--- src/rtl/bfx_pkg.sv ---
package bfx_pkg;

    // Flag vector layout {OF, SF, ZF, AF, PF, CF}
    localparam int FLAG_W = 6;
    localparam int FLG_CF = 0;
    localparam int FLG_PF = 1;
    localparam int FLG_AF = 2;
    localparam int FLG_ZF = 3;
    localparam int FLG_SF = 4;
    localparam int FLG_OF = 5;

    // Occupancy of the single register stage
    typedef enum logic {
        ST_EMPTY = 1'b0,
        ST_FULL  = 1'b1
    } bfx_state_e;

endpackage

--- src/rtl/bfx_ctrl_decode.sv ---
module bfx_ctrl_decode #(
    parameter int DATA_W   = 64,
    parameter int NARROW_W = 32,
    parameter int POS_W    = 8,
    localparam int IDX_W   = $clog2(DATA_W),
    localparam int CNT_W   = IDX_W + 1
) (
    input  logic               wide_i,
    input  logic [2*POS_W-1:0] ctrl_i,
    output logic [IDX_W-1:0]   start_idx_o,
    output logic               start_oob_o,
    output logic [CNT_W-1:0]   len_eff_o
);
    localparam int CMP_W = ((POS_W > CNT_W) ? POS_W : CNT_W) + 1;

    logic [CMP_W-1:0] size_c;
    logic [CMP_W-1:0] start_c;
    logic [CMP_W-1:0] len_c;

    always_comb begin
        size_c  = wide_i ? CMP_W'(DATA_W) : CMP_W'(NARROW_W);
        start_c = CMP_W'(ctrl_i[POS_W-1:0]);
        len_c   = CMP_W'(ctrl_i[2*POS_W-1:POS_W]);
    end

    // Start past the operand: nothing is extracted
    assign start_oob_o = (start_c >= size_c);
    assign start_idx_o = start_c[IDX_W-1:0];

    // Length clamps to the operand size instead of wrapping
    always_comb begin
        if (len_c >= size_c) begin
            len_eff_o = size_c[CNT_W-1:0];
        end else begin
            len_eff_o = len_c[CNT_W-1:0];
        end
    end

endmodule

--- src/rtl/bfx_mask_gen.sv ---
module bfx_mask_gen #(
    parameter int DATA_W = 64,
    localparam int CNT_W = $clog2(DATA_W) + 1
) (
    input  logic [CNT_W-1:0]  len_i,
    output logic [DATA_W-1:0] mask_o
);
    // Thermometer mask: ones below the effective length
    for (genvar i = 0; i < DATA_W; i++) begin : g_bit
        assign mask_o[i] = (CNT_W'(i) < len_i);
    end

endmodule

--- src/rtl/bfx_shifter.sv ---
module bfx_shifter #(
    parameter int DATA_W   = 64,
    parameter int NARROW_W = 32,
    localparam int IDX_W   = $clog2(DATA_W)
) (
    input  logic              wide_i,
    input  logic [DATA_W-1:0] data_i,
    input  logic [IDX_W-1:0]  start_idx_i,
    input  logic              start_oob_i,
    output logic [DATA_W-1:0] field_o
);
    localparam logic [DATA_W-1:0] NARROW_MASK =
        {{(DATA_W-NARROW_W){1'b0}}, {NARROW_W{1'b1}}};

    logic [DATA_W-1:0] src_c;
    logic [DATA_W-1:0] shifted_c;

    // Narrow mode: the upper source half reads as zero
    assign src_c     = wide_i ? data_i : (data_i & NARROW_MASK);
    assign shifted_c = src_c >> start_idx_i;
    assign field_o   = start_oob_i ? '0 : shifted_c;

endmodule

--- src/rtl/bfx_flag_gen.sv ---
module bfx_flag_gen
    import bfx_pkg::*;
#(
    parameter int DATA_W = 64
) (
    input  logic [DATA_W-1:0] result_i,
    output logic [FLAG_W-1:0] flags_o
);
    always_comb begin
        flags_o         = '0;
        flags_o[FLG_ZF] = ~|result_i;
        flags_o[FLG_CF] = 1'b0;
        flags_o[FLG_OF] = 1'b0;
        flags_o[FLG_SF] = 1'b0;
        flags_o[FLG_AF] = 1'b0;
        flags_o[FLG_PF] = 1'b0;
    end

endmodule

--- src/rtl/bfx_unit.sv ---
module bfx_unit
    import bfx_pkg::*;
#(
    parameter int DATA_W   = 64,
    parameter int NARROW_W = 32,
    parameter int POS_W    = 8
) (
    input  logic              clk,
    input  logic              rst,
    input  logic              in_valid,
    input  logic              wide_mode,
    input  logic [DATA_W-1:0] src_data,
    input  logic [DATA_W-1:0] ctrl_word,
    output logic              out_valid,
    output logic [DATA_W-1:0] result,
    output logic [FLAG_W-1:0] flags
);
    localparam int IDX_W = $clog2(DATA_W);
    localparam int CNT_W = IDX_W + 1;

    bfx_state_e        state_q;
    bfx_state_e        state_d;
    logic [IDX_W-1:0]  start_idx;
    logic              start_oob;
    logic [CNT_W-1:0]  len_eff;
    logic [DATA_W-1:0] len_mask;
    logic [DATA_W-1:0] field;
    logic [DATA_W-1:0] res_c;
    logic [FLAG_W-1:0] flag_c;
    logic [DATA_W-1:0] result_q;
    logic [FLAG_W-1:0] flags_q;
    logic              ctrl_unused;

    // Control bits above the two fields take no part
    assign ctrl_unused = ^ctrl_word[DATA_W-1:2*POS_W];

    bfx_ctrl_decode #(
        .DATA_W  (DATA_W),
        .NARROW_W(NARROW_W),
        .POS_W   (POS_W)
    ) u_decode (
        .wide_i     (wide_mode),
        .ctrl_i     (ctrl_word[2*POS_W-1:0]),
        .start_idx_o(start_idx),
        .start_oob_o(start_oob),
        .len_eff_o  (len_eff)
    );

    bfx_mask_gen #(
        .DATA_W(DATA_W)
    ) u_mask (
        .len_i (len_eff),
        .mask_o(len_mask)
    );

    bfx_shifter #(
        .DATA_W  (DATA_W),
        .NARROW_W(NARROW_W)
    ) u_shift (
        .wide_i     (wide_mode),
        .data_i     (src_data),
        .start_idx_i(start_idx),
        .start_oob_i(start_oob),
        .field_o    (field)
    );

    assign res_c = field & len_mask;

    bfx_flag_gen #(
        .DATA_W(DATA_W)
    ) u_flags (
        .result_i(res_c),
        .flags_o (flag_c)
    );

    // Next-state logic
    always_comb begin
        state_d = state_q;
        unique case (state_q)
            ST_EMPTY: state_d = in_valid ? ST_FULL : ST_EMPTY;
            ST_FULL:  state_d = in_valid ? ST_FULL : ST_EMPTY;
            default:  state_d = ST_EMPTY;
        endcase
    end

    // State register
    always_ff @(posedge clk) begin
        if (rst) begin
            state_q <= ST_EMPTY;
        end else begin
            state_q <= state_d;
        end
    end

    // Output register: zero unless an operand was accepted
    always_ff @(posedge clk) begin
        if (rst) begin
            result_q <= '0;
            flags_q  <= '0;
        end else if (in_valid) begin
            result_q <= res_c;
            flags_q  <= flag_c;
        end else begin
            result_q <= '0;
            flags_q  <= '0;
        end
    end

    assign out_valid = (state_q == ST_FULL);
    assign result    = result_q;
    assign flags     = flags_q;

endmodule

--- config.mk ---
export PLATFORM = sky130hd
export DESIGN_NAME = bfx_unit
export DESIGN_NICKNAME = d
export VERILOG_FILES = /design/src/rtl/bfx_pkg.sv /design/src/rtl/bfx_ctrl_decode.sv /design/src/rtl/bfx_mask_gen.sv /design/src/rtl/bfx_shifter.sv /design/src/rtl/bfx_flag_gen.sv /design/src/rtl/bfx_unit.sv
export SDC_FILE = /design/constraint.sdc
export NUM_CORES = 1
export LEC_CHECK = 0
export BUFFER_PORTS_ARGS = -buffer_cell sky130_fd_sc_hd__buf_2
export CORE_UTILIZATION = 50
export CTS_CLUSTER_DIAMETER = 50
export DETAILED_ROUTE_END_ITERATION = 10
export PLACE_DENSITY = 0.88
export SYNTH_ARGS = -nofsm -noshare
export SYNTH_HDL_FRONTEND = slang
export SYNTH_SLANG_ARGS = --single-unit
--- constraint.sdc ---
create_clock -name clk -period 4.68 [get_ports clk]
set_input_delay 0.702 -clock clk [delete_from_list [all_inputs] [get_ports clk]]
set_output_delay 0.702 -clock clk [all_outputs]
set_load 0.05 [all_outputs]
==> flow_summary.ini <==
[job]
max-cap-violations = 0

[critical_path]
crit_path_max_fo = 44
worstSetupStartpointType = primary input
cp-end-kind = register
required_time_of_the_critical_path_ns = 4.93
arrival_ns = 4.21
setup.worst_path.class = in2reg

[synth]
synth_ff_type = dfxtp_1
async_flop_share_pct = 0
synth_sequential_area_ratio_pct = 18.3
post_synth_instance_area_sq_um = 7240
synthesized_flop_and_latch_total = 66
synth_cells = 855
number_of_different_library_cells_in_the_post_synthesis_netlist = 84
post_synth.cell_area_avg_sq_um = 8.46
synth_enable_flop_cells = 0
synth-warning-count = 0

[clock_tree]
h-tree-depth = 3
post_cts_resize_count = 0
cts-buffers-inserted = 9
postCtsHoldBufs = 0
postCtsSetupRepairBufs = 0
cts.sink_count = 66
cts-root-to-sink-buffers = 2
path_clk_slew_ns = 0.06
clk_root_buffer_cell = clkbuf_16
cts_tree = done

[drt]
wl_per_cell_um = 24.8
drt_wl_total_um = 29000
post_route_drc_violation_count = 0
routed_via_density = 6.98
vias = 8147
drtAntennaViolNets = 0
dr.pass1.iters = 6
dr.first_iter.drc_count = 1116

[global_routing]
grtUsageTotal_pct = 39.2
total_congestion_overflow = 0
grt_first_pass_wirelength_um = 43700
grt_antenna_before_repair = 0
via_count_of_the_first_global_routing_pass = 7567
grt_start_max_net_pins = 61

[cells_and_area]
layout_common_cells = buf_2, nand2_1, nor2_1, dfxtp_1, mux4_2
final_layout_size_suffix_gt1_share_pct = 32.9
design.final.nets = 1118
diodes = 0
final_common_cell = buf_2
area_delta_synth_final_pct = 17.2
fillers = 1276

[die]
placementRows = 43
dieWidth_um = 122
die-area_sq_um = 15000
ios = 203
floorplan.initialDensity_pct = 51.7
chipHeight_um = 122
core_area_sq_um = 14000

[sta]
setup_total_negative_slack_ns = 0
worst_max_slew_pin_slew_ns = 1.14
rsz0062_at_grt = false
timing.final.ws_setup_ns = 0.718
fmax_mhz = 252
timing.final.crit_period_ns = 3.96
setup-violations-final = 0
report.final.hold_viol_count = 0
relSlewSlack_pct = 23.8
report.final.slew_viol_count = 0
period_share_pct = 84.7

[power]
leakagePower_uw = 0.00346
power.density_nw_per_um2 = 249
vdd_drop_max_uv = 153

[place]
dp_worst_setup_slack_ns = 0.535
detailed_place_hpwl_um = 22600
gp_routability_congestion = 1.06
placement.io_buffers = 149

[run_status]
run_status = complete, no violations

[hold_path]
hold_class = in2reg
==> sequential cells by signal (all words and copies together), names as in the netlist <==
register	cells
flags	1
result	64
out_valid	1
==> stage by stage <==
step | hold WS (ns) | power [uW] | cell area (sq um) | cells | utilization (%)
after floorplan | 0.886 | 1110 | 7250 | 859 | -
after global placement | 1.14 | 1350 | 8160 | 1151 | 58.3
after detailed placement | 1.15 | 1360 | 8160 | 1151 | 58.3
after CTS | 0.796 | 2090 | 8480 | 1167 | 60.6
after global routing | 0.858 | 2180 | 8480 | 1167 | 60.6
final | 0.826 | 2110 | 8480 | 1167 | 60.6
==> path summary, 6_finish.rpt <==
path	endpoint	slack, ns	start	cells after the start
setup / recovery	flags[3]	0.72	ctrl_word[0]	9
hold / removal	result[62]	0.83	wide_mode	3
==> routing by layer <==
metal | routed length, um | global-route usage [%]
met4 | 1880 | 22.9
met1 | 11000 | 51.2
met5 | 0 | 1.74
met3 | 3530 | 7.20
met2 | 12600 | 60.4
==> cell families after synthesis <==
group / count (synthesis) / synth area share [%]
compound gates: 244 / 24.7
simple gates: 323 / 21.3
mux: 123 / 28.4
buf+inv: 94 / 6.60
flops: 66 / 18.3
fa+ha+maj: 4 / 0.692
other cells: 1 / 0.0518
==> cell usage after synthesis (all sizes together) (19+ instances only) <==
cell type | instances | share of area, %
a211oi | 19 | 2.0
a21oi | 47 | 3.3
and2 | 20 | 1.7
buf | 37 | 3.5
clkbuf | 42 | 2.3
dfxtp | 66 | 18
mux2 | 31 | 4.8
mux2i | 30 | 4.1
mux4 | 62 | 19
nand2 | 105 | 5.5
nand3 | 22 | 1.5
nor2 | 85 | 4.4
nor3 | 26 | 1.9
o21ai | 42 | 3.0
==> where the power goes <==
part / switching (uW) / internal, uW / leakage (uW) / total (uW)
Sequential: 1.47 / 569 / 0.000533 / 570
Combinational: 509 / 309 / 0.00277 / 818
Clock: 251 / 470 / 0.000160 / 721
==> worst max-delay path, cell delays in order <==
cell	delay [ns]
buf_4	0.51
buf_12	0.29
mux4_2	0.55
a22oi_1	0.26
a21oi_1	0.10
o311ai_0	0.91
nor4b_1	0.35
nand4_1	0.22
nor4_2	0.29
==> cell type report <==
type	instances	area (sq um)	share of cell area, %
clock buffers	9	225	2.66
clock inverters	7	100	1.18
inverters	15	56.3	0.664
multi-input cells	699	5450	64.3
flip-flops and latches	66	1320	15.6
well taps	180	225	2.66
repair buffers	191	1100	13.0
No activity file was read; power rests on OpenSTA's default activity.
